File: config.mk
export PLATFORM = sky130hd
export DESIGN_NAME = vcol_fix
export DESIGN_NICKNAME = d
export VERILOG_FILES = /design/src/rtl/vcol_pkg.sv /design/src/rtl/vcol_window.sv /design/src/rtl/vcol_table.sv /design/src/rtl/vcol_alu.sv /design/src/rtl/vcol_fix.sv
export SDC_FILE = /design/constraint.sdc
export NUM_CORES = 1
export LEC_CHECK = 0
export ABC_CLOCK_PERIOD_IN_PS = 18400
export CAP_MARGIN = 20
export CORE_MARGIN = 3
export CORE_UTILIZATION = 50
export DETAILED_ROUTE_END_ITERATION = 6
export GPL_TIMING_DRIVEN = 0
export HOLD_SLACK_MARGIN = 0.05
export PLACE_DENSITY = 0.76
export SETUP_SLACK_MARGIN = 0.1
export SLEW_MARGIN = 20
export SYNTH_ARGS = -nofsm -noshare
export SYNTH_HDL_FRONTEND = slang
export SYNTH_SLANG_ARGS = --single-unit
File: constraint.sdc
create_clock -name clk -period 18.4 [get_ports clk]
set_input_delay 3.68 -clock clk [delete_from_list [all_inputs] [get_ports clk]]
set_output_delay 3.68 -clock clk [all_outputs]
set_load 0.01 [all_outputs]
File: src/rtl/vcol_pkg.sv
package vcol_pkg;

  typedef enum logic [1:0] {
    MD_SUB        = 2'd0,
    MD_SUB_INTERP = 2'd1,
    MD_INTERP     = 2'd2,
    MD_SUB_ALT    = 2'd3
  } vcol_mode_e;

  typedef enum logic [1:0] {
    RG_AT = 2'd0,
    RG_UP = 2'd1,
    RG_DN = 2'd2
  } vcol_region_e;

endpackage

File: src/rtl/vcol_window.sv
module vcol_window #(
  parameter int PIX_W = 12,
  parameter int POS_W = 13
) (
  input  logic             clk,
  input  logic             rst,
  input  logic [PIX_W-1:0] pix_in,
  input  logic             pix_lv,
  input  logic             pix_fv,
  output logic [PIX_W-1:0] ctr_pix,
  output logic [PIX_W-1:0] left_pix,
  output logic [PIX_W-1:0] right_pix,
  output logic             ctr_vld,
  output logic             ctr_fv,
  output logic [POS_W-1:0] ctr_row,
  output logic [POS_W-1:0] ctr_col
);
  localparam int TAPS = 5;
  localparam int MID  = TAPS / 2;
  localparam int STG  = MID + 1;

  logic [PIX_W-1:0] tap_d [TAPS];
  logic [TAPS-1:0]  tap_v;
  logic [POS_W-1:0] row_cnt, col_cnt;
  logic             lv_q;
  logic [POS_W-1:0] row_p [STG];
  logic [POS_W-1:0] col_p [STG];
  logic [STG-1:0]   fv_p;

  always_ff @(posedge clk) begin
    if (rst) begin
      row_cnt <= '0;
      col_cnt <= '0;
      lv_q    <= 1'b0;
      tap_v   <= '0;
      fv_p    <= '0;
      for (int k = 0; k < TAPS; k++) tap_d[k] <= '0;
      for (int k = 0; k < STG; k++) begin
        row_p[k] <= '0;
        col_p[k] <= '0;
      end
    end else begin
      lv_q    <= pix_lv;
      col_cnt <= pix_lv ? col_cnt + 1'b1 : '0;
      if (!pix_fv)
        row_cnt <= '0;
      else if (lv_q && !pix_lv)
        row_cnt <= row_cnt + 1'b1;
      tap_d[0] <= pix_in;
      for (int k = 1; k < TAPS; k++) tap_d[k] <= tap_d[k-1];
      tap_v    <= {tap_v[TAPS-2:0], pix_lv};
      row_p[0] <= row_cnt;
      col_p[0] <= col_cnt;
      for (int k = 1; k < STG; k++) begin
        row_p[k] <= row_p[k-1];
        col_p[k] <= col_p[k-1];
      end
      fv_p <= {fv_p[STG-2:0], pix_fv};
    end
  end

  // Older samples sit at higher tap indices (left of centre).
  assign ctr_pix   = tap_d[MID];
  assign ctr_vld   = tap_v[MID];
  assign ctr_fv    = fv_p[STG-1];
  assign ctr_row   = row_p[STG-1];
  assign ctr_col   = col_p[STG-1];
  assign left_pix  = tap_v[MID+2] ? tap_d[MID+2] :
                     tap_v[MID+1] ? tap_d[MID+1] : tap_d[MID];
  assign right_pix = tap_v[MID-2] ? tap_d[MID-2] :
                     tap_v[MID-1] ? tap_d[MID-1] : tap_d[MID];
endmodule

File: src/rtl/vcol_table.sv
module vcol_table
  import vcol_pkg::*;
#(
  parameter int NUM_DEF = 8,
  parameter int POS_W   = 13,
  parameter int LVL_W   = 8,
  localparam int IDX_W  = $clog2(NUM_DEF),
  localparam int CNT_W  = $clog2(NUM_DEF + 1)
) (
  input  logic             clk,
  input  logic             rst,
  input  logic             cfg_we,
  input  logic [IDX_W-1:0] cfg_idx,
  input  logic [POS_W-1:0] cfg_row,
  input  logic [POS_W-1:0] cfg_col,
  input  logic [LVL_W-1:0] cfg_lvl_at,
  input  logic [LVL_W-1:0] cfg_lvl_up,
  input  logic [LVL_W-1:0] cfg_lvl_dn,
  input  logic [CNT_W-1:0] cfg_count,
  input  logic [POS_W-1:0] q_row,
  input  logic [POS_W-1:0] q_col,
  output logic             hit,
  output vcol_region_e     region,
  output logic [LVL_W-1:0] lvl
);
  logic [POS_W-1:0] ent_row [NUM_DEF];
  logic [POS_W-1:0] ent_col [NUM_DEF];
  logic [LVL_W-1:0] ent_at  [NUM_DEF];
  logic [LVL_W-1:0] ent_up  [NUM_DEF];
  logic [LVL_W-1:0] ent_dn  [NUM_DEF];
  logic [NUM_DEF-1:0] match;
  logic [IDX_W-1:0]   sel;

  always_ff @(posedge clk) begin
    if (rst) begin
      for (int k = 0; k < NUM_DEF; k++) begin
        ent_row[k] <= '0;
        ent_col[k] <= '0;
        ent_at[k]  <= '0;
        ent_up[k]  <= '0;
        ent_dn[k]  <= '0;
      end
    end else if (cfg_we) begin
      ent_row[cfg_idx] <= cfg_row;
      ent_col[cfg_idx] <= cfg_col;
      ent_at[cfg_idx]  <= cfg_lvl_at;
      ent_up[cfg_idx]  <= cfg_lvl_up;
      ent_dn[cfg_idx]  <= cfg_lvl_dn;
    end
  end

  for (genvar k = 0; k < NUM_DEF; k++) begin : g_cmp
    assign match[k] = (CNT_W'(k) < cfg_count) && (ent_col[k] == q_col);
  end

  // Lowest index wins: scan downward so the last assignment is the lowest.
  always_comb begin
    sel = '0;
    for (int k = NUM_DEF - 1; k >= 0; k--)
      if (match[k]) sel = IDX_W'(k);
  end

  always_comb begin
    hit = |match;
    if (q_row == ent_row[sel])     region = RG_AT;
    else if (q_row < ent_row[sel]) region = RG_UP;
    else                           region = RG_DN;
    case (region)
      RG_AT:   lvl = ent_at[sel];
      RG_UP:   lvl = ent_up[sel];
      default: lvl = ent_dn[sel];
    endcase
  end
endmodule

File: src/rtl/vcol_alu.sv
module vcol_alu
  import vcol_pkg::*;
#(
  parameter int PIX_W  = 12,
  parameter int LVL_W  = 8,
  parameter int SH_MAX = 4,
  localparam int SH_W  = $clog2(SH_MAX + 1),
  localparam int AW    = (PIX_W > LVL_W + SH_MAX) ? PIX_W : LVL_W + SH_MAX
) (
  input  logic [PIX_W-1:0] ctr_pix,
  input  logic [PIX_W-1:0] left_pix,
  input  logic [PIX_W-1:0] right_pix,
  input  logic             hit,
  input  vcol_region_e     region,
  input  logic [LVL_W-1:0] lvl,
  input  vcol_mode_e       mode,
  input  logic             whole,
  input  logic [SH_W-1:0]  shift,
  input  logic [PIX_W-1:0] sat,
  output logic [PIX_W-1:0] res
);
  logic [SH_W-1:0]  sh;
  logic [AW-1:0]    amt, ctr_w, diff;
  logic [PIX_W-1:0] sub_pix, avg_pix, fixed;
  logic [PIX_W:0]   nsum;
  logic             act, is_sat;

  always_comb begin
    sh      = (shift > SH_W'(SH_MAX)) ? SH_W'(SH_MAX) : shift;
    amt     = AW'(lvl) << sh;
    ctr_w   = AW'(ctr_pix);
    diff    = (ctr_w >= amt) ? ctr_w - amt : '0;
    sub_pix = PIX_W'(diff);
    nsum    = {1'b0, left_pix} + {1'b0, right_pix};
    avg_pix = nsum[PIX_W:1];
    is_sat  = ctr_pix >= sat;
    act     = hit && !((region == RG_UP) && !whole);
    case (mode)
      MD_SUB_INTERP: fixed = is_sat ? avg_pix : sub_pix;
      MD_INTERP:     fixed = avg_pix;
      default:       fixed = is_sat ? ctr_pix : sub_pix;
    endcase
    res = act ? fixed : ctr_pix;
  end
endmodule

File: src/rtl/vcol_fix.sv
module vcol_fix
  import vcol_pkg::*;
#(
  parameter int PIX_W   = 12,
  parameter int POS_W   = 13,
  parameter int LVL_W   = 8,
  parameter int NUM_DEF = 8,
  parameter int SH_MAX  = 4,
  localparam int IDX_W  = $clog2(NUM_DEF),
  localparam int CNT_W  = $clog2(NUM_DEF + 1),
  localparam int SH_W   = $clog2(SH_MAX + 1)
) (
  input  logic             clk,
  input  logic             rst,
  input  logic [PIX_W-1:0] pix_in,
  input  logic             pix_lv,
  input  logic             pix_fv,
  input  logic             cfg_we,
  input  logic [IDX_W-1:0] cfg_idx,
  input  logic [POS_W-1:0] cfg_row,
  input  logic [POS_W-1:0] cfg_col,
  input  logic [LVL_W-1:0] cfg_lvl_at,
  input  logic [LVL_W-1:0] cfg_lvl_up,
  input  logic [LVL_W-1:0] cfg_lvl_dn,
  input  logic [CNT_W-1:0] cfg_count,
  input  logic [1:0]       cfg_mode,
  input  logic             cfg_whole,
  input  logic [SH_W-1:0]  cfg_shift,
  input  logic [PIX_W-1:0] cfg_sat,
  output logic [PIX_W-1:0] out_pix,
  output logic             out_lv,
  output logic             out_fv
);
  logic [PIX_W-1:0] ctr_pix, left_pix, right_pix, fixed_pix;
  logic             ctr_vld, ctr_fv, hit;
  logic [POS_W-1:0] ctr_row, ctr_col;
  vcol_region_e     region;
  logic [LVL_W-1:0] lvl;

  vcol_window #(.PIX_W(PIX_W), .POS_W(POS_W)) u_win (
    .clk(clk), .rst(rst), .pix_in(pix_in), .pix_lv(pix_lv), .pix_fv(pix_fv),
    .ctr_pix(ctr_pix), .left_pix(left_pix), .right_pix(right_pix),
    .ctr_vld(ctr_vld), .ctr_fv(ctr_fv), .ctr_row(ctr_row), .ctr_col(ctr_col)
  );

  vcol_table #(.NUM_DEF(NUM_DEF), .POS_W(POS_W), .LVL_W(LVL_W)) u_tab (
    .clk(clk), .rst(rst), .cfg_we(cfg_we), .cfg_idx(cfg_idx),
    .cfg_row(cfg_row), .cfg_col(cfg_col), .cfg_lvl_at(cfg_lvl_at),
    .cfg_lvl_up(cfg_lvl_up), .cfg_lvl_dn(cfg_lvl_dn), .cfg_count(cfg_count),
    .q_row(ctr_row), .q_col(ctr_col), .hit(hit), .region(region), .lvl(lvl)
  );

  vcol_alu #(.PIX_W(PIX_W), .LVL_W(LVL_W), .SH_MAX(SH_MAX)) u_alu (
    .ctr_pix(ctr_pix), .left_pix(left_pix), .right_pix(right_pix),
    .hit(hit), .region(region), .lvl(lvl), .mode(vcol_mode_e'(cfg_mode)),
    .whole(cfg_whole), .shift(cfg_shift), .sat(cfg_sat), .res(fixed_pix)
  );

  always_ff @(posedge clk) begin
    if (rst) begin
      out_pix <= '0;
      out_lv  <= 1'b0;
      out_fv  <= 1'b0;
    end else begin
      out_lv  <= ctr_vld;
      out_fv  <= ctr_fv;
      out_pix <= ctr_vld ? fixed_pix : '0;
    end
  end
endmodule

==> impl_results.md <==
* Post-synthesis cell type count at 73
* Multi-input gate area at ~0.011 sq mm
* Pwr per Cell Area at a little over 90 mW/mm^2
* Final ANT Viol Nets at 0
* Overall power at between 0.002 and 0.003 W
* Clk sinks at about 600
* Initial Utilization at about half
* Final std cells w/o fill at roughly 3200
* Worst-Skew Late Latency at around 0.63 ns
* Hold/Removal Path Class: flop to flop
* Most numerous cell on the critical path: a21oi_1
* FF+latch area at approximately 0.016 sq mm
* Layout cells sized above 1 at under 10%
* CP required at 18.90 ns
* First-pass GRT wire length at roughly 110000 um
* Cells after DPL at 3079
* Cells after Synth at 2279
* Post-DP HPWL at approximately 50000 um
* Root Driver: clkbuf_16
* Yosys warns at 0
* Internal power at ~0.0023 W
* Post-CTS Hold Buffers at 0
* Switching Share at roughly 22%
* P&R area growth vs syn at 15.0%
* Slowest stage delay, CP at around 0.63 ns
* Final min period at 13.69 ns
* Max Cap Viol at 0
* Mapped Area at 0.0273 sq mm
* Core box area at ~0.053 sq mm
* Maximum number of pins on one net before global-route repair at 40
* Leakage at 11.2 nW
* Starting DRT DRC Count at roughly 1800
* PortBufs at between 100 and 150
* Sequential Power Share at ~51%
* Final TNS setup at 0 ns
* Sequential-to-total area share from yosys stat at roughly 58%
* Ys async rst share at 0%
* CP max stage cell: or4_1
* #FFs+latches synth at roughly 590
* CTS tree: yes
* Row count at 84
* CTS clock-pin slew for the worst setup and hold paths at roughly 0.060 ns
* Peak supply drop at around 0.089 mV
* Global route overflow at 0
* Achievable Freq at 73.1 MHz
* I/O pin count at about 110
* Max Buffers Root-to-Sink at 3
* Relative slew slack at between 20% and 30%
* Worst-margin pin slew at about 1.0 ns
* Worst Path Arrival at around 14 ns
* Total GRT Usage at around a quarter
* Initial antenna violation count at 6
* # setup viols final at 0
* TritonRoute pass-1 iters at 5
* Die height at around 240 um
* Final wirelength at between 70000 and 80000 um
* Die Wd at approximately 240 um
* Worst Hold Slack at roughly 0.43 ns
* NumNets Final at 2600
* Crit Path Category: input port to flop
* Logic pwr share at 6.7%
* Worst Setup End Kind: flop
* RSZ-0062 raised after global routing: false
* Routed vias at ~18000
* Post-route cell area at around 0.031 sq mm
* EDFF count, synth at 400
* DRC at 0
* Number of global-route vias before repair at around 19000
* Post-CTS Resized at 0
* Share of power burned in the clock network at 41.9%
* Net Switching at approximately 0.00064 W
* Syn nets at 2426
* Area after DPL at 0.0294 sq mm
* Vias/cell at around 5.8
* # Post-CTS Setup Buffers at 0
* Count of final hold-check violations at 0
* CTS H-Tree Depth at 2
* Worst Clk Skew at 0.0283 ns
* Drt wl/cell at about 23 um
* RePlAce Congestion at roughly 0.94
* CP Launch Type: input port
* Status: finished clean
* Fin crit share at roughly 74%
* Final Max Slew Viols at 0
* Die ar. at ~0.057 sq mm
* Layout fillers at 4182
* Synthesized area per cell at roughly 12 sq um
* Most used DFF post-synth: edfxtp_1
* Num CTS Buffers at 60
* CP Max Fanout at 10
## Yosys cell counts (6+ instances only)
library cell / instances / area, sq um
and2_1: 433 / 2710
edfxtp_1: 400 / 12000
dfxtp_1: 185 / 3700
nor2b_1: 149 / 932
mux2i_1: 139 / 1390
clkbuf_1: 85 / 319
xnor2_1: 79 / 692
a21oi_1: 72 / 360
nand2_1: 72 / 270
nor2_1: 58 / 218
o21ai_0: 57 / 285
xor2_1: 57 / 499
a211oi_1: 53 / 398
ha_1: 53 / 663
inv_1: 38 / 143
nand4_1: 35 / 219
mux2_2: 30 / 338
nor3_1: 27 / 135
nor4_1: 20 / 125
a22oi_1: 16 / 120
nand3_1: 15 / 75.1
a21o_1: 14 / 105
or3_1: 14 / 87.6
buf_2: 12 / 60.1
a22o_1: 11 / 96.3
buf_4: 11 / 82.6
nand2b_1: 11 / 68.8
o22ai_1: 10 / 62.6
o211ai_1: 9 / 67.6
or2_2: 9 / 56.3
buf_1: 8 / 30.0
o31a_1: 8 / 70.1
or4_1: 8 / 60.1
o21bai_1: 7 / 52.6
and3_1: 6 / 37.5
## per-stage QoR
step | utilization, % | setup slack (ns)
4_1_cts | 58.8 | 5.14
6_report | 58.8 | 4.71
3_5_place_dp | 55.1 | 4.57
5_1_grt | 58.8 | 4.12
2_1_floorplan | - | 7.19
3_3_place_gp | 54.7 | 4.25
## worst paths after layout
check | from | end | slack, ns | cells after the start
worst max-delay path | cfg_count[1] | out_pix[10] | 4.71 | 41
worst min register to register | u_win.row_p[0][11] | u_win.row_p[0][24] | 0.43 | 1
worst min-delay path | u_win.row_p[0][11] | u_win.row_p[0][24] | 0.43 | 1
worst max register to register | u_win.col_p[0][38] | out_pix[10] | 7.50 | 38
## critical path, delay by kind of cell
family	cells	cell delay, ns
AO/OA/AOI/OAI	19	3.22
adder cells (fa/ha/maj)	2	0.71
buffers and inverters	7	2.72
AND/OR/NAND/NOR	13	3.82
## layout by cell type, fill, tap and decap left out, types with 15 or more instances in the layout
| cell type | instances |
|---|---|
| edfxtp_1 | 400 |
| nor2_1 | 58 |
| a22oi_1 | 16 |
| inv_1 | 38 |
| o21ai_0 | 57 |
| nor3_1 | 27 |
| a21oi_1 | 72 |
| nor4_1 | 19 |
| clkbuf_1 | 94 |
| mux2_2 | 30 |
| xor2_1 | 57 |
| and2_1 | 433 |
| nand4_1 | 35 |
| a211oi_1 | 53 |
| clkdlybuf4s50_1 | 102 |
| nor2b_1 | 149 |
| nand3_1 | 15 |
| ha_1 | 53 |
| dfxtp_1 | 185 |
| mux2i_1 | 139 |
| nand2_1 | 72 |
| clkbuf_16 | 65 |
| xnor2_1 | 79 |
## power by group through the flow
| stage | Clock [W] | Combinational (W) | Sequential, W |
|---|---|---|---|
| 2_1_floorplan | 0 | 0.000109 | 0.00151 |
| 3_3_place_gp | 0 | 0.000180 | 0.00151 |
| 3_5_place_dp | 0 | 0.000191 | 0.00151 |
| 4_1_cts | 0.00122 | 0.000193 | 0.00149 |
| 5_1_grt | 0.00128 | 0.000210 | 0.00149 |
| 6_report | 0.00121 | 0.000195 | 0.00149 |
## cell families after synthesis
| kind of cell | count (synthesis) | share of synthesized area (%) |
|---|---|---|
| adder cells (fa/ha/maj) | 55 | 2.58 |
| AO/OA/AOI/OAI | 297 | 7.20 |
| multiplexers | 169 | 6.34 |
| flip-flops | 585 | 57.6 |
| buffers and inverters | 166 | 2.97 |
| AND/OR/NAND/NOR | 871 | 18.9 |
| XOR/XNOR | 136 | 4.37 |
## registers in the layout, indices dropped and copies added, names as in the netlist, 12 cells and up
name and cells:
out_pix 12, u_tab.ent_at 64, u_tab.ent_col 104, u_tab.ent_dn 64, u_tab.ent_row 104, u_tab.ent_up 64
u_win.col_cnt 13, u_win.col_p 39, u_win.row_cnt 13, u_win.row_p 39, u_win.tap_d 60
## layer usage
| layer | part of all wire [%] | vias up | GRT usage [%] |
|---|---|---|---|
| li1 | - | 8428 | - |
| met1 | 40 | 8913 | 32.7 |
| met2 | 46 | 839 | 40.9 |
| met3 | 8.5 | 212 | 5.17 |
| met4 | 4.8 | 6 | 12.5 |
| met5 | 0.065 | - | 0 |
## final cells by class
class | count | share of cell area, %
Buffer | 127 | 2.12
Timing Repair Buffer | 112 | 3.86
Tap cell | 688 | 2.75
Antenna cell | 3 | 0.0239
Clock buffer | 81 | 5.60
Inverter | 39 | 0.467
Multi-Input combinational cell | 1528 | 34.4
Sequential cell | 585 | 50.1
Clock inverter | 26 | 0.702
(Power assumes the default switching activity.)
